[src/rtl/tblptr_pkg.sv]
// Package: shared types for the table look-up pointer block.
// Assumes a nibble-oriented data path; the look-up kind is carried
// from the request cycle to the data cycle as an enum.
package tblptr_pkg;

    // Kind of look-up captured at the request edge
    typedef enum logic [1:0] {
        LK_NONE = 2'd0,
        LK_LOW  = 2'd1,
        LK_HIGH = 2'd2
    } lk_kind_t;

endpackage

[src/rtl/tblptr_regmap.sv]
// Module: tblptr_regmap
// Decodes the data-RAM address against the window of pointer nibbles.
// Produces one write-select line per nibble and a combinational
// readback. Assumes BASE_ADDR + NUM_NIB fits in the RAM address space.
module tblptr_regmap #(
    parameter int RAM_AW    = 7,
    parameter int NIB_W     = 4,
    parameter int NUM_NIB   = 3,
    parameter int BASE_ADDR = 'h7C,
    localparam int PTR_W    = NIB_W * NUM_NIB
) (
    input  logic               clk,
    input  logic               rst_n,
    input  logic [RAM_AW-1:0]  ram_addr,
    input  logic               ram_wr_en,
    input  logic [PTR_W-1:0]   ptr,
    output logic [NUM_NIB-1:0] nib_wr_sel,
    output logic               ram_hit,
    output logic [NIB_W-1:0]   ram_rdata
);

    localparam logic [RAM_AW-1:0] BASE_L = RAM_AW'(BASE_ADDR);
    localparam logic [RAM_AW-1:0] SPAN_L = RAM_AW'(NUM_NIB);

    logic [RAM_AW-1:0] offset;

    // Offset of the access inside the pointer window
    assign offset  = ram_addr - BASE_L;
    assign ram_hit = (ram_addr >= BASE_L) && (offset < SPAN_L);

    // One write-select per nibble
    for (genvar k = 0; k < NUM_NIB; k++) begin : g_sel
        assign nib_wr_sel[k] = ram_wr_en && ram_hit && (offset == RAM_AW'(k));
    end

    // Readback mux: the addressed nibble, or zero outside the window
    always_comb begin
        ram_rdata = '0;
        for (int k = 0; k < NUM_NIB; k++) begin
            if (ram_hit && (offset == RAM_AW'(k))) begin
                ram_rdata = ptr[k*NIB_W +: NIB_W];
            end
        end
    end

    // at most one nibble is written per cycle
    p_one_sel_r2: assert property (@(posedge clk) disable iff (!rst_n)
        $onehot0(nib_wr_sel));

    // a write outside the window selects no nibble
    p_no_stray_r4: assert property (@(posedge clk) disable iff (!rst_n)
        (ram_wr_en && !ram_hit) |-> (nib_wr_sel == '0));

endmodule

[src/rtl/tblptr_counter.sv]
// Module: tblptr_counter
// Holds the pointer as NUM_NIB separate nibble registers. Each nibble
// loads from the RAM write path when selected, else takes the
// incremented value when step is high, else holds. A write therefore
// overrides the increment only for the nibble it addresses.
module tblptr_counter #(
    parameter int NIB_W   = 4,
    parameter int NUM_NIB = 3,
    localparam int PTR_W  = NIB_W * NUM_NIB
) (
    input  logic               clk,
    input  logic               rst_n,
    input  logic               step,
    input  logic [NUM_NIB-1:0] nib_wr_sel,
    input  logic [NIB_W-1:0]   wdata,
    output logic [PTR_W-1:0]   ptr
);

    logic [NIB_W-1:0] nib_q [NUM_NIB];
    logic [PTR_W-1:0] ptr_inc;

    // Next sequential address, wrapping at the top
    assign ptr_inc = ptr + PTR_W'(1);

    for (genvar k = 0; k < NUM_NIB; k++) begin : g_nib
        // Nibble register: write beats increment, increment beats hold
        always_ff @(posedge clk) begin
            if (!rst_n) begin
                nib_q[k] <= '0;
            end else if (nib_wr_sel[k]) begin
                nib_q[k] <= wdata;
            end else if (step) begin
                nib_q[k] <= ptr_inc[k*NIB_W +: NIB_W];
            end
        end

        assign ptr[k*NIB_W +: NIB_W] = nib_q[k];

        // a written nibble holds the written value next cycle
        p_wr_wins_r9: assert property (@(posedge clk) disable iff (!rst_n)
            nib_wr_sel[k] |=> (nib_q[k] == $past(wdata)));
    end

    // a step without a write advances by one
    p_step_r7: assert property (@(posedge clk) disable iff (!rst_n)
        (step && (nib_wr_sel == '0)) |=> (ptr == PTR_W'($past(ptr) + PTR_W'(1))));

    // the top address rolls over to zero
    p_wrap_r8: assert property (@(posedge clk) disable iff (!rst_n)
        (step && (&ptr) && (nib_wr_sel == '0)) |=> (ptr == '0));

    // no step and no write keeps the pointer
    p_hold_r6: assert property (@(posedge clk) disable iff (!rst_n)
        (!step && (nib_wr_sel == '0)) |=> $stable(ptr));

endmodule

[src/rtl/tblptr_fetch.sv]
// Module: tblptr_fetch
// Turns look-up requests into a ROM read and a pointer step. It then
// picks the requested half of the byte the ROM returns one cycle
// later. Assumes the ROM registers its output on the request edge.
// Low wins when both requests are raised together.
module tblptr_fetch
    import tblptr_pkg::*;
#(
    parameter int NIB_W  = 4,
    localparam int BYTE_W = 2 * NIB_W
) (
    input  logic              clk,
    input  logic              rst_n,
    input  logic              lo_req,
    input  logic              hi_req,
    input  logic [BYTE_W-1:0] rom_data,
    output logic              rd_en,
    output logic              step,
    output logic              lk_valid,
    output logic [NIB_W-1:0]  lk_data
);

    lk_kind_t kind_d, kind_q;

    // Request arbitration: low look-up has priority
    always_comb begin
        if (lo_req)      kind_d = LK_LOW;
        else if (hi_req) kind_d = LK_HIGH;
        else             kind_d = LK_NONE;
    end

    assign rd_en = lo_req || hi_req;
    assign step  = (kind_d == LK_HIGH);

    // Remember which half is wanted when the ROM data arrives
    always_ff @(posedge clk) begin
        if (!rst_n) kind_q <= LK_NONE;
        else        kind_q <= kind_d;
    end

    // Output selection on the data cycle
    always_comb begin
        lk_valid = (kind_q != LK_NONE);
        unique case (kind_q)
            LK_LOW:  lk_data = rom_data[NIB_W-1:0];
            LK_HIGH: lk_data = rom_data[BYTE_W-1:NIB_W];
            default: lk_data = '0;
        endcase
    end

    // any request gives a valid result in the next cycle
    p_valid_next_r6: assert property (@(posedge clk) disable iff (!rst_n)
        (lo_req || hi_req) |=> lk_valid);

    // no request gives no result
    p_no_spurious_r5: assert property (@(posedge clk) disable iff (!rst_n)
        !(lo_req || hi_req) |=> !lk_valid);

    // a low request never steps the pointer
    p_low_no_step_r10: assert property (@(posedge clk) disable iff (!rst_n)
        lo_req |-> !step);

endmodule

[src/rtl/tblptr_top.sv]
// Module: tblptr_top
// Table look-up pointer. A 12-bit program-memory pointer that is
// RAM-mapped as three nibbles and drives a synchronous ROM read port,
// with a post-incrementing high-nibble look-up. Assumes a ROM with
// exactly one cycle of read latency.
module tblptr_top #(
    parameter int RAM_AW    = 7,
    parameter int NIB_W     = 4,
    parameter int NUM_NIB   = 3,
    parameter int BASE_ADDR = 'h7C,
    localparam int PTR_W    = NIB_W * NUM_NIB,
    localparam int BYTE_W   = 2 * NIB_W
) (
    input  logic              clk,
    input  logic              rst_n,
    input  logic [RAM_AW-1:0] ram_addr,
    input  logic              ram_wr_en,
    input  logic [NIB_W-1:0]  ram_wdata,
    output logic [NIB_W-1:0]  ram_rdata,
    output logic              ram_hit,
    input  logic              lk_lo_req,
    input  logic              lk_hi_req,
    output logic [PTR_W-1:0]  rom_addr,
    output logic              rom_rd_en,
    input  logic [BYTE_W-1:0] rom_data,
    output logic [NIB_W-1:0]  lk_data,
    output logic              lk_valid
);

    logic [PTR_W-1:0]   ptr;
    logic [NUM_NIB-1:0] nib_wr_sel;
    logic               step;

    // RAM window decode and readback
    tblptr_regmap #(
        .RAM_AW(RAM_AW), .NIB_W(NIB_W), .NUM_NIB(NUM_NIB), .BASE_ADDR(BASE_ADDR)
    ) i_regmap (
        .clk(clk), .rst_n(rst_n),
        .ram_addr(ram_addr), .ram_wr_en(ram_wr_en), .ptr(ptr),
        .nib_wr_sel(nib_wr_sel), .ram_hit(ram_hit), .ram_rdata(ram_rdata)
    );

    // Pointer storage with write/increment merge
    tblptr_counter #(
        .NIB_W(NIB_W), .NUM_NIB(NUM_NIB)
    ) i_counter (
        .clk(clk), .rst_n(rst_n),
        .step(step), .nib_wr_sel(nib_wr_sel), .wdata(ram_wdata), .ptr(ptr)
    );

    // Request handling and nibble selection
    tblptr_fetch #(
        .NIB_W(NIB_W)
    ) i_fetch (
        .clk(clk), .rst_n(rst_n),
        .lo_req(lk_lo_req), .hi_req(lk_hi_req), .rom_data(rom_data),
        .rd_en(rom_rd_en), .step(step), .lk_valid(lk_valid), .lk_data(lk_data)
    );

    assign rom_addr = ptr;

    // a ROM read is always followed by a look-up result
    p_rd_then_valid_r5: assert property (@(posedge clk) disable iff (!rst_n)
        rom_rd_en |=> lk_valid);

    // readback is zero whenever the window is missed
    p_miss_zero_r3: assert property (@(posedge clk) disable iff (!rst_n)
        !ram_hit |-> (ram_rdata == '0));

endmodule

[config.mk]
export PLATFORM = sky130hd
export DESIGN_NAME = tblptr_top
export DESIGN_NICKNAME = d
export VERILOG_FILES = /design/src/rtl/tblptr_pkg.sv /design/src/rtl/tblptr_regmap.sv /design/src/rtl/tblptr_counter.sv /design/src/rtl/tblptr_fetch.sv /design/src/rtl/tblptr_top.sv
export SDC_FILE = /design/constraint.sdc
export NUM_CORES = 1
export LEC_CHECK = 0
export BUFFER_PORTS_ARGS = -buffer_cell sky130_fd_sc_hd__buf_2
export CORE_ASPECT_RATIO = 1.5
export CORE_MARGIN = 3
export CORE_UTILIZATION = 44
export DETAILED_ROUTE_END_ITERATION = 8
export PLACE_DENSITY = 0.8
export SKIP_CTS_REPAIR_TIMING = 1
export SLEW_MARGIN = 20
export SYNTH_ARGS = -nofsm -noshare
export SYNTH_HDL_FRONTEND = slang
export SYNTH_HIERARCHICAL = 1
export SYNTH_SLANG_ARGS = --single-unit
export TNS_END_PERCENT = 10
[constraint.sdc]
create_clock -name clk -period 3.2 [get_ports clk]
set_clock_uncertainty 0.2 [all_clocks]
set_input_delay 0.32 -clock clk [delete_from_list [all_inputs] [get_ports clk]]
set_output_delay 0.32 -clock clk [all_outputs]
set_load 0.005 [all_outputs]
# Word-level counts from Yosys, hierarchy flattened
# Memories as Yosys holds them, arrays and structs flattened.
# Index checks and enable logic that the tools add are counted.
# word_totals
regBits	2
latchBits	0
mem_bits_rw	12
romBits	0
inputBits	24
output_inout_bits	23
wordCells	60
n_memories	1
# classes
add_sub_neg	2
multipliers	0
n_div	0
order_cmp	2
n_eq_ne	5
shift	0
mux	32
bitwise_logic	6
reduce_logical	11
# mem_list
name	depth	width	read_ports	rd_clocked_by_memory_dff	wr	line	rtl
i_counter.nib_q	3	4	3	0	3	tblptr_counter.sv:19	logic [NIB_W-1:0] nib_q [NUM_NIB];
# op_table
operator	n
two-way mux 4 bit	9
two-way mux 1 bit	20
adder 12 x 1 -> 12 bit, second input constant	1
logical AND 1 bit	8
one-hot mux 4 bit (2 select lines)	1
== test 7 x 1 -> 1 bit, second input constant	1
== test 7 x 2 -> 1 bit, second input constant	1
>= comparator 7 bit, second input constant	1
zero test 7 bit	1
less-than comparator 7 x 2 -> 1 bit, second input constant	1
subtractor 7 bit, second input constant	1
bitwise OR 1 bit	6
== test 2 bit, second input constant	2
two-way mux 2 bit	2
== test 2 x 1 -> 1 bit, second input constant	1
nonzero test 2 bit	1
logical OR 1 bit	1

# Longest topological paths before layout
# Gate-level depths: netlist of the first run.
# logic_depth
depth_word	10
ltp_mapped	9
depth_no_buf	9

# Modules after synthesis
# Netlist of the first run, hierarchy kept.
# modules_own_cells
mod	instances	cells_each	area_per_inst_um2	seq_area_each_um2
tblptr_counter	1	80	809.5	360.3
tblptr_regmap	1	45	262.8	0.0
tblptr_fetch	1	20	176.4	40.0

# Least setup slack after synthesis of the first run
# OpenSTA, ideal clock, no wires.
# synth_timing
kind	input to register
from	input port ram_addr[2]
to	memory i_counter.nib_q[2][3], data pin
setup_ns	0.272
t_arrival_ns	2.177
required_time_ns	2.728
slack_ns	0.551
path_stages	9
n_path_buf	1
path_cell_list	ha_1 > and4b_1 > nand4_1 > or4b_1 > buf_2 > nor2_1 > nor2b_1 > a21oi_1 > a211oi_2
# synth_rtl
element	line	rtl
start: declaration	tblptr_top.sv:16	input logic [RAM_AW-1:0] ram_addr,
end: declaration	tblptr_counter.sv:19	

# Worst setup path in the final report of the first run
# layout_timing
from	input port ram_addr[2]
to	output port ram_rdata[1]
# layout_via
elab_chain_cells	7
word_cells_on_any_way	13
classes_between	add/sub (1); order compare (2); eq/ne (2); mux (3); reduce/logical (5)
# layout_rtl
element	line	rtl
subtractor 7 bit	tblptr_regmap.sv:28	assign offset = ram_addr - BASE_L;
less-than comparator 7 x 2 -> 1 bit	tblptr_regmap.sv:29	assign ram_hit = (ram_addr >= BASE_L) && (offset < SPAN_L);
logical AND 1 bit	tblptr_regmap.sv:29	
logical AND 1 bit	tblptr_regmap.sv:40	if (ram_hit && (offset == RAM_AW'(k))) begin
two-way mux 4 bit (2 in series)	tblptr_regmap.sv:40	
two-way mux 4 bit (*)	tblptr_regmap.sv:40	
end: declaration	tblptr_top.sv:19	output logic [NIB_W-1:0] ram_rdata,
# Every way passes the cells marked *; elsewhere a longest branch is shown, timed or not.

==> results of run 1 <==
==> stage by stage <==
step	util	cells	hold slack [ns]
6_report	0.588	232	0.149
5_1_grt	0.588	232	0.166
4_1_cts	0.588	232	0.148
3_5_place_dp	0.568	228	0.404
3_3_place_gp	0.568	228	0.379
2_1_floorplan	-	145	0.242
==> area by class of cell <==
| type | count | area, um^2 |
|---|---|---|
| fillers | 271 | 1110 |
| multi-input cells | 121 | 810 |
| flip-flops and latches | 14 | 400 |
| repair buffers | 49 | 253 |
| clock buffers | 4 | 55.1 |
| well taps | 37 | 46.3 |
| inverters | 7 | 26.3 |
==> power by group through the flow <==
stage | Sequential (mW) | Combinational (mW) | Clock (mW)
global placement | 0.233 | 0.0891 | 0
detailed placement | 0.234 | 0.0931 | 0
global route | 0.232 | 0.104 | 0.185
CTS | 0.230 | 0.0937 | 0.176
finish | 0.230 | 0.0938 | 0.173
floorplan | 0.230 | 0.0494 | 0
==> metal layers <==
layer	share of wire	track usage	wire [um]
met1	0.38	0.228	1280
met2	0.53	0.364	1790
met3	0.070	0.0291	237
met4	0.025	0.108	86
met5	0	0	0
==> cells in the final DEF (no fill, tap or decap), drive strengths merged, types with 5 or more instances in the layout <==
cell,instances
buf,49
nor2,17
nand2,17
edfxtp,12
xnor2,10
nand3,10
a22oi,7
nor2b,7
inv,7
a31oi,6
ha,6
a21oi,5
==> worst paths after layout <==
check                           slack, ns                    end  cells past startpoint                   from
worst min-delay path                 0.15      i_fetch/kind_q[0]                      2              lk_lo_req
worst max register to register       1.40  i_counter/nib_q[2][2]                      5  i_counter/nib_q[0][0]
worst min register to register       0.57  i_counter/nib_q[2][3]                      2  i_counter/nib_q[2][3]
worst max-delay path                 0.48           ram_rdata[1]                      8            ram_addr[2]
==> cell families after synthesis <==
kind of cell	after synthesis
simple gates	76
compound gates	27
flops	14
xor+xnor	12
buf+inv	10
fa+ha+maj	6
==> state kept, by name (all words and copies together) (netlist names) <==
register / count
i_counter/nib_q: 12
i_fetch/kind_q: 2
==> flow_summary.toml, run 1 <==
[status]
outcome = "finished clean"

[cells_and_area]
drive_above_1_share = 0.313
design_area_um2 = 1590
area_growth_syn_to_layout_pct = 27.4
diodes = 0
nets = 226

[synthesis]
synth-edff-count = 12
synth-xor-area-share = 0.0842
yosys-top-cells-count = "17 x nand2_1, 17 x nor2_1, 12 x edfxtp_1, 10 x xnor2_1, 9 x nand3_1"
yosys_warnings = 6
synth_top_family_by_area = "simple AND/OR/NAND/NOR gates"
ys_seq_area_frac = 0.321
synth_fa_ha_area_frac = 0.0601
async_flop_share = 0
synth-main-ff-cell = "edfxtp_1"
ys_types = 40
muxShareOfSynthArea = 0
synth_top_area_cell = "edfxtp_1"
synth_compound_area_frac = 0.143
synthSimpleGateAreaFrac = 0.361
synth_nets = 175
synth_top_area_frac = 0.289
ys_top_cells_by_area = "edfxtp_1 29%, xnor2_1 7.0%, ha_1 6.0%, nand2_1 5.1%, nor2_1 5.1%"
ys_ff_latch = 14
post_synth.cell_area_avg_um2 = 8.61
synthCells = 145
synth_area_um2 = 1250

[detailed_routing]
remaining_drc_errors = 0
drtIter0Drc = 72
viasPerCell = 5.58
drt-total-wl_um = 3400
wl_per_cell_um = 14.7
dr.pass1.iters = 4
num_vias = 1294
drtAntennaViolNets = 0

[run]
maxCapViolCount = 0

[clocking]
cts_buffer_depth = 2
clk_pin_slew_ns = 0.05
clk-insertion-delay-late_ns = 0.25
cts_buffers = 3
cts-root-buf = "clkbuf_8"
cts_tree = "done"
ctsHtreeMaxLevel = 1
clock-sinks = 14

[global_route]
antenna_found_initial = 0
grt_pass1_vias = 1178
grt_max_degree = 12
grt_pass1_wl_um = 5530
overflow = 0
grt.total_usage = 0.202

[critical_path]
slowest_delay_ns = 0.61
end_kind = "primary output"
cp-start-kind = "input pin"
crit_family = "simple AND/OR/NAND/NOR gates"
slowest_stage = "nor4_1"
crit_fanout = 7
worst-path-buf-inv = 2
crit_required_ns = 2.68
crit_type = "in2out"
crit_arrival_ns = 2.20
crit_top_cell = "buf_2"
crit_chain = "buf_2 -> ha_1 -> and4b_1 -> nand3_1 -> nor4_1 -> nand2_1 -> a31oi_1 -> buf_2"

[timing]
setup_violations = 0
hold_viol_final = 0
finalSetupTns_ns = 0
fin_crit_sh = 0.850
relSlewSlack = 0.550
timing.fmax_mhz = 368
rsz0062_at_grt = "false"
setup_ws_ns = 0.481
worst_pin_slew_ns = 0.669
slew_viol_final = 0
finalCriticalPeriod_ns = 2.72

[placed_design]
io_buffer_count = 46
place_ws_ns = 0.284
post_dp_cell_area_um2 = 1540
dpl.hpwl_um = 2740
gp_congestion = 0.995

[floorplan]
die_w_um = 49.5
pin_count = 47
dieArea_um2 = 3530
core_area_um2 = 2710
die_h_um = 71.2
start_util = 0.462
num_rows = 23

[power]
p_leak_nw = 0.662
power_frac_comb = 0.189
switching_share = 0.268
power_density_nw_per_um2 = 313
pwr-share-seq = 0.463
clkPwrFrac = 0.348
internal_power_mw = 0.364
p_sw_mw = 0.133
power_mw = 0.497
vdd_drop_max_uv = 191

[min_path]
holdCritPathClass = "in2reg"
(Power assumes the default switching activity.)
==> inputs of run 2 (changes only) <==
Clock period 3.2 ns to 2.6 ns, I/O delays scaled along.
==> flow_summary.toml, run 2 (synthesis results as in run 1) <==
[floorplan]
num_rows = 23
die_h_um = 71.2
dieArea_um2 = 3530
die_w_um = 49.5
pin_count = 47
start_util = 0.462
core_area_um2 = 2710

[cells_and_area]
drive_above_1_share = 0.347
diodes = 0
top_register = "i_counter/nib_q"
design_area_um2 = 1650
top_regs = "i_counter/nib_q x12, i_fetch/kind_q x2"
area_growth_syn_to_layout_pct = 32.0
final_common_cell = "buf_2"
nets = 230
layout_common_cells = "46 x buf_2, 17 x nand2_1, 16 x nor2_1"
largest_register_ffs = 12
fillers = 241

[detailed_routing]
viasPerCell = 5.55
wl_per_cell_um = 14.7
num_vias = 1309
drt-total-wl_um = 3480
drtAntennaViolNets = 0
remaining_drc_errors = 0
drtIter0Drc = 51
dr.pass1.iters = 4

[critical_path]
crit_chain = "buf_2 -> ha_1 -> xnor2_1 -> a31oi_1 -> or4b_4 -> a31oi_2 -> buf_2"
crit_required_ns = 2.14
crit_top_cell = "buf_2"
worst-path-buf-inv = 2
slowest_delay_ns = 0.66
crit_family = "simple AND/OR/NAND/NOR gates"
cp-start-kind = "input pin"
crit_fanout = 9
slowest_stage = "or4b_4"
crit_type = "in2out"
crit_arrival_ns = 2.02
end_kind = "primary output"

[clocking]
clk_pin_slew_ns = 0.06
clk-insertion-delay-late_ns = 0.24
cts_buffer_depth = 2
cts-root-buf = "clkbuf_8"
clock-sinks = 14
ctsHtreeMaxLevel = 1
cts_buffers = 3
cts_tree = "done"

[global_route]
grt_pass1_wl_um = 5750
antenna_found_initial = 0
overflow = 0
grt_max_degree = 12
grt_pass1_vias = 1342
grt.total_usage = 0.209

[timing]
setup_violations = 0
hold_viol_final = 0
rsz0062_at_grt = "true"
fin_crit_sh = 0.956
timing.fmax_mhz = 403
finalCriticalPeriod_ns = 2.48
relSlewSlack = 0.679
hold_slack_ns = 0.0859
worst_pin_slew_ns = 0.480
slew_viol_final = 0

[power]
power_density_nw_per_um2 = 371
p_leak_nw = 0.697
vdd_drop_max_uv = 218

[run]
maxCapViolCount = 0

[status]
outcome = "finished clean"

[placed_design]
gp_congestion = 1.02
io_buffer_count = 46
dpl.hpwl_um = 2750
post_dp_cell_area_um2 = 1570

[min_path]
holdCritPathClass = "in2reg"
==> run 2: worst paths after layout <==
kind	slack [ns]	start	end	cells past startpoint
worst max register to register	0.80	i_counter/nib_q[0][1]	i_counter/nib_q[2][2]	5
worst min register to register	0.56	i_counter/nib_q[2][3]	i_counter/nib_q[2][3]	2
worst min-delay path	0.09	lk_lo_req	i_fetch/kind_q[0]	2
worst max-delay path	0.12	ram_addr[2]	ram_rdata[2]	7
==> run 2: layer usage <==
layer  GRT usage  share of wire  vias to the layer above  routed length, um
met5           0              0                        -                  0
met1       0.223           0.36                      595               1260
li1            -              -                      636                  -
met4       0.135          0.038                        0                133
met2       0.387           0.53                       66               1860
met3      0.0187          0.064                       12                223
==> run 2: layout make-up <==
type | count | area [um^2] | area share
Clock buffer | 4 | 55.1 | 0.0334
Inverter | 7 | 26.3 | 0.0159
Multi-Input combinational cell | 121 | 837 | 0.508
Sequential cell | 14 | 400 | 0.243
Tap cell | 37 | 46.3 | 0.0281
Timing Repair Buffer | 53 | 283 | 0.172
==> run 2: metrics by stage <==
| step | setup WS, ns | utilization | TNS, ns | std cells | power [mW] |
|---|---|---|---|---|---|
| floorplan | 0.0115 | - | 0 | 145 | 0.344 |
| global placement | 0.0483 | 0.579 | 0 | 232 | 0.397 |
| detailed placement | -0.0633 | 0.579 | -0.149 | 232 | 0.403 |
| CTS | 0.0387 | 0.599 | 0 | 236 | 0.614 |
| global route | -0.0407 | 0.609 | -0.107 | 236 | 0.641 |
| finish | 0.116 | 0.609 | 0 | 236 | 0.612 |
==> run 2: report_power, final <==
group / internal (mW) / switching (mW) / leakage (nW)
clock: 0.134 / 0.0759 / 0.0288
combinational: 0.0558 / 0.0625 / 0.523
sequential: 0.259 / 0.0242 / 0.145
==> inputs of run 3 (changes only) <==
Settings changed: CORE_ASPECT_RATIO 1.5 to 0.9, CORE_UTILIZATION 44 to 49, CTS_BUF_LIST set to sky130_fd_sc_hd__clkbuf_4 sky130_fd_sc_hd__clkbuf_8 sky130_fd_sc_hd__clkbuf_16, PLACE_DENSITY 0.8 to 0.87.
==> flow_summary.toml, run 3 (synthesis results as in run 1) <==
[placed_design]
gp_congestion = 0.938
io_buffer_count = 46
dp.cells = 224
post_dp_cell_area_um2 = 1570
dpl.hpwl_um = 2890
place_ws_ns = -0.153

[global_route]
overflow = 0
grt.total_usage = 0.242
antenna_found_initial = 0
grt_max_degree = 12
grt_pass1_wl_um = 5560
grt_pass1_vias = 1240

[timing]
worst_pin_slew_ns = 0.360
slew_viol_final = 0
hold_viol_final = 0
finalCriticalPeriod_ns = 2.55
timing.fmax_mhz = 392
setup_violations = 0
setup_ws_ns = 0.0500
fin_crit_sh = 0.981
relSlewSlack = 0.760

[power]
vdd_drop_max_uv = 323
clkPwrFrac = 0.241
power_density_nw_per_um2 = 324
power_mw = 0.538
power_frac_comb = 0.232
pwr-share-seq = 0.527
internal_power_mw = 0.373
p_sw_mw = 0.165
switching_share = 0.307
p_leak_nw = 0.704

[cells_and_area]
fillers = 173
area_growth_syn_to_layout_pct = 32.9
final_util = 0.721
design_area_um2 = 1660
diodes = 0
top_regs = "i_counter/nib_q x12, i_fetch/kind_q x2"
fin_cells = 228
drive_above_1_share = 0.363
nets = 232
top_register = "i_counter/nib_q"
layout_common_cells = "46 x buf_2, 16 x nor2_1, 16 x nand2_1"
final_common_cell = "buf_2"
largest_register_ffs = 12

[critical_path]
slowest_delay_ns = 0.59
slowest_stage = "or4b_4"
cp-start-kind = "input pin"
crit_fanout = 8
crit_required_ns = 2.14
r2r_cells = 4
crit_top_cell = "buf_2"
crit_type = "in2out"
ff2ff_setup_slack_ns = 0.79
end_kind = "primary output"
crit_chain = "buf_2 -> ha_1 -> xnor2_2 -> a31oi_2 -> or4b_4 -> buf_8 -> a31oi_4 -> buf_2"
crit_arrival_ns = 2.09

[clocking]
ctsHtreeMaxLevel = 1
clk_pin_slew_ns = 0.08
cts-root-buf = "clkbuf_4"
cts_buffers = 3
cts_buffer_depth = 2
cts_tree = "done"
clk-insertion-delay-late_ns = 0.28
clock-sinks = 14

[status]
outcome = "finished clean"

[detailed_routing]
drt-total-wl_um = 3740
dr.pass1.iters = 5
remaining_drc_errors = 0
drtIter0Drc = 62
drtAntennaViolNets = 0
num_vias = 1343
wl_per_cell_um = 16.4
viasPerCell = 5.89

[floorplan]
start_util = 0.542
die_h_um = 53.9
dieArea_um2 = 3190
pin_count = 47
core_area_um2 = 2300
num_rows = 16
die_w_um = 59.2

[run]
maxCapViolCount = 0

[min_path]
holdCritPathClass = "in2reg"
hold_path_depth = 2
## run 3: path summary, 6_finish.rpt
| kind | from | to |
|---|---|---|
| max | ram_addr[2] | ram_rdata[0] |
| min | lk_lo_req | i_fetch/kind_q[0] |
| max reg2reg | i_counter/nib_q[0][2] | i_counter/nib_q[2][3] |
| min reg2reg | i_counter/nib_q[2][2] | i_counter/nib_q[2][2] |
## run 3: area by class of cell
class | instances | area (um^2) | area share
clock buffer | 3 | 22.5 | 0.0136
clock inverter | 1 | 3.75 | 0.00226
inverter | 7 | 26.3 | 0.0158
multi-input combinational | 121 | 867 | 0.523
sequential | 14 | 400 | 0.241
tap | 27 | 33.8 | 0.0204
timing repair buffer | 55 | 305 | 0.184
## run 3: power groups by stage
stage | Clock, mW | Combinational (mW) | Sequential, mW
after global placement | 0 | 0.111 | 0.286
final | 0.130 | 0.125 | 0.283
after floorplan | 0 | 0.0608 | 0.283
after global routing | 0.136 | 0.138 | 0.286
after CTS | 0.127 | 0.119 | 0.282
after detailed placement | 0 | 0.119 | 0.287
## run 3: layer usage
layer,vias up,routed length (um),global-route usage
met1,628,1420,0.256
met2,70,1930,0.478
li1,635,-,-
met3,10,320,0.0528
met4,0,68,0.0604
met5,-,0,0
## run 3: through the flow
stage | hold slack, ns | setup TNS, ns
after floorplan | 0.182 | 0
after detailed placement | 0.329 | -0.986
after global placement | 0.317 | -0.269
final | 0.0393 | 0
after CTS | 0.0460 | -0.0170
after global routing | 0.0374 | -0.184
## run 3: worst max-delay path: cells and delay by family
family | cells | cell delay [ns]
and+or+nand+nor | 1 | 0.59
xor gates and xnor gates | 1 | 0.19
buffers and inverters | 3 | 0.43
AOI/OAI and AO/OA | 2 | 0.36
adders and majority gates | 1 | 0.26
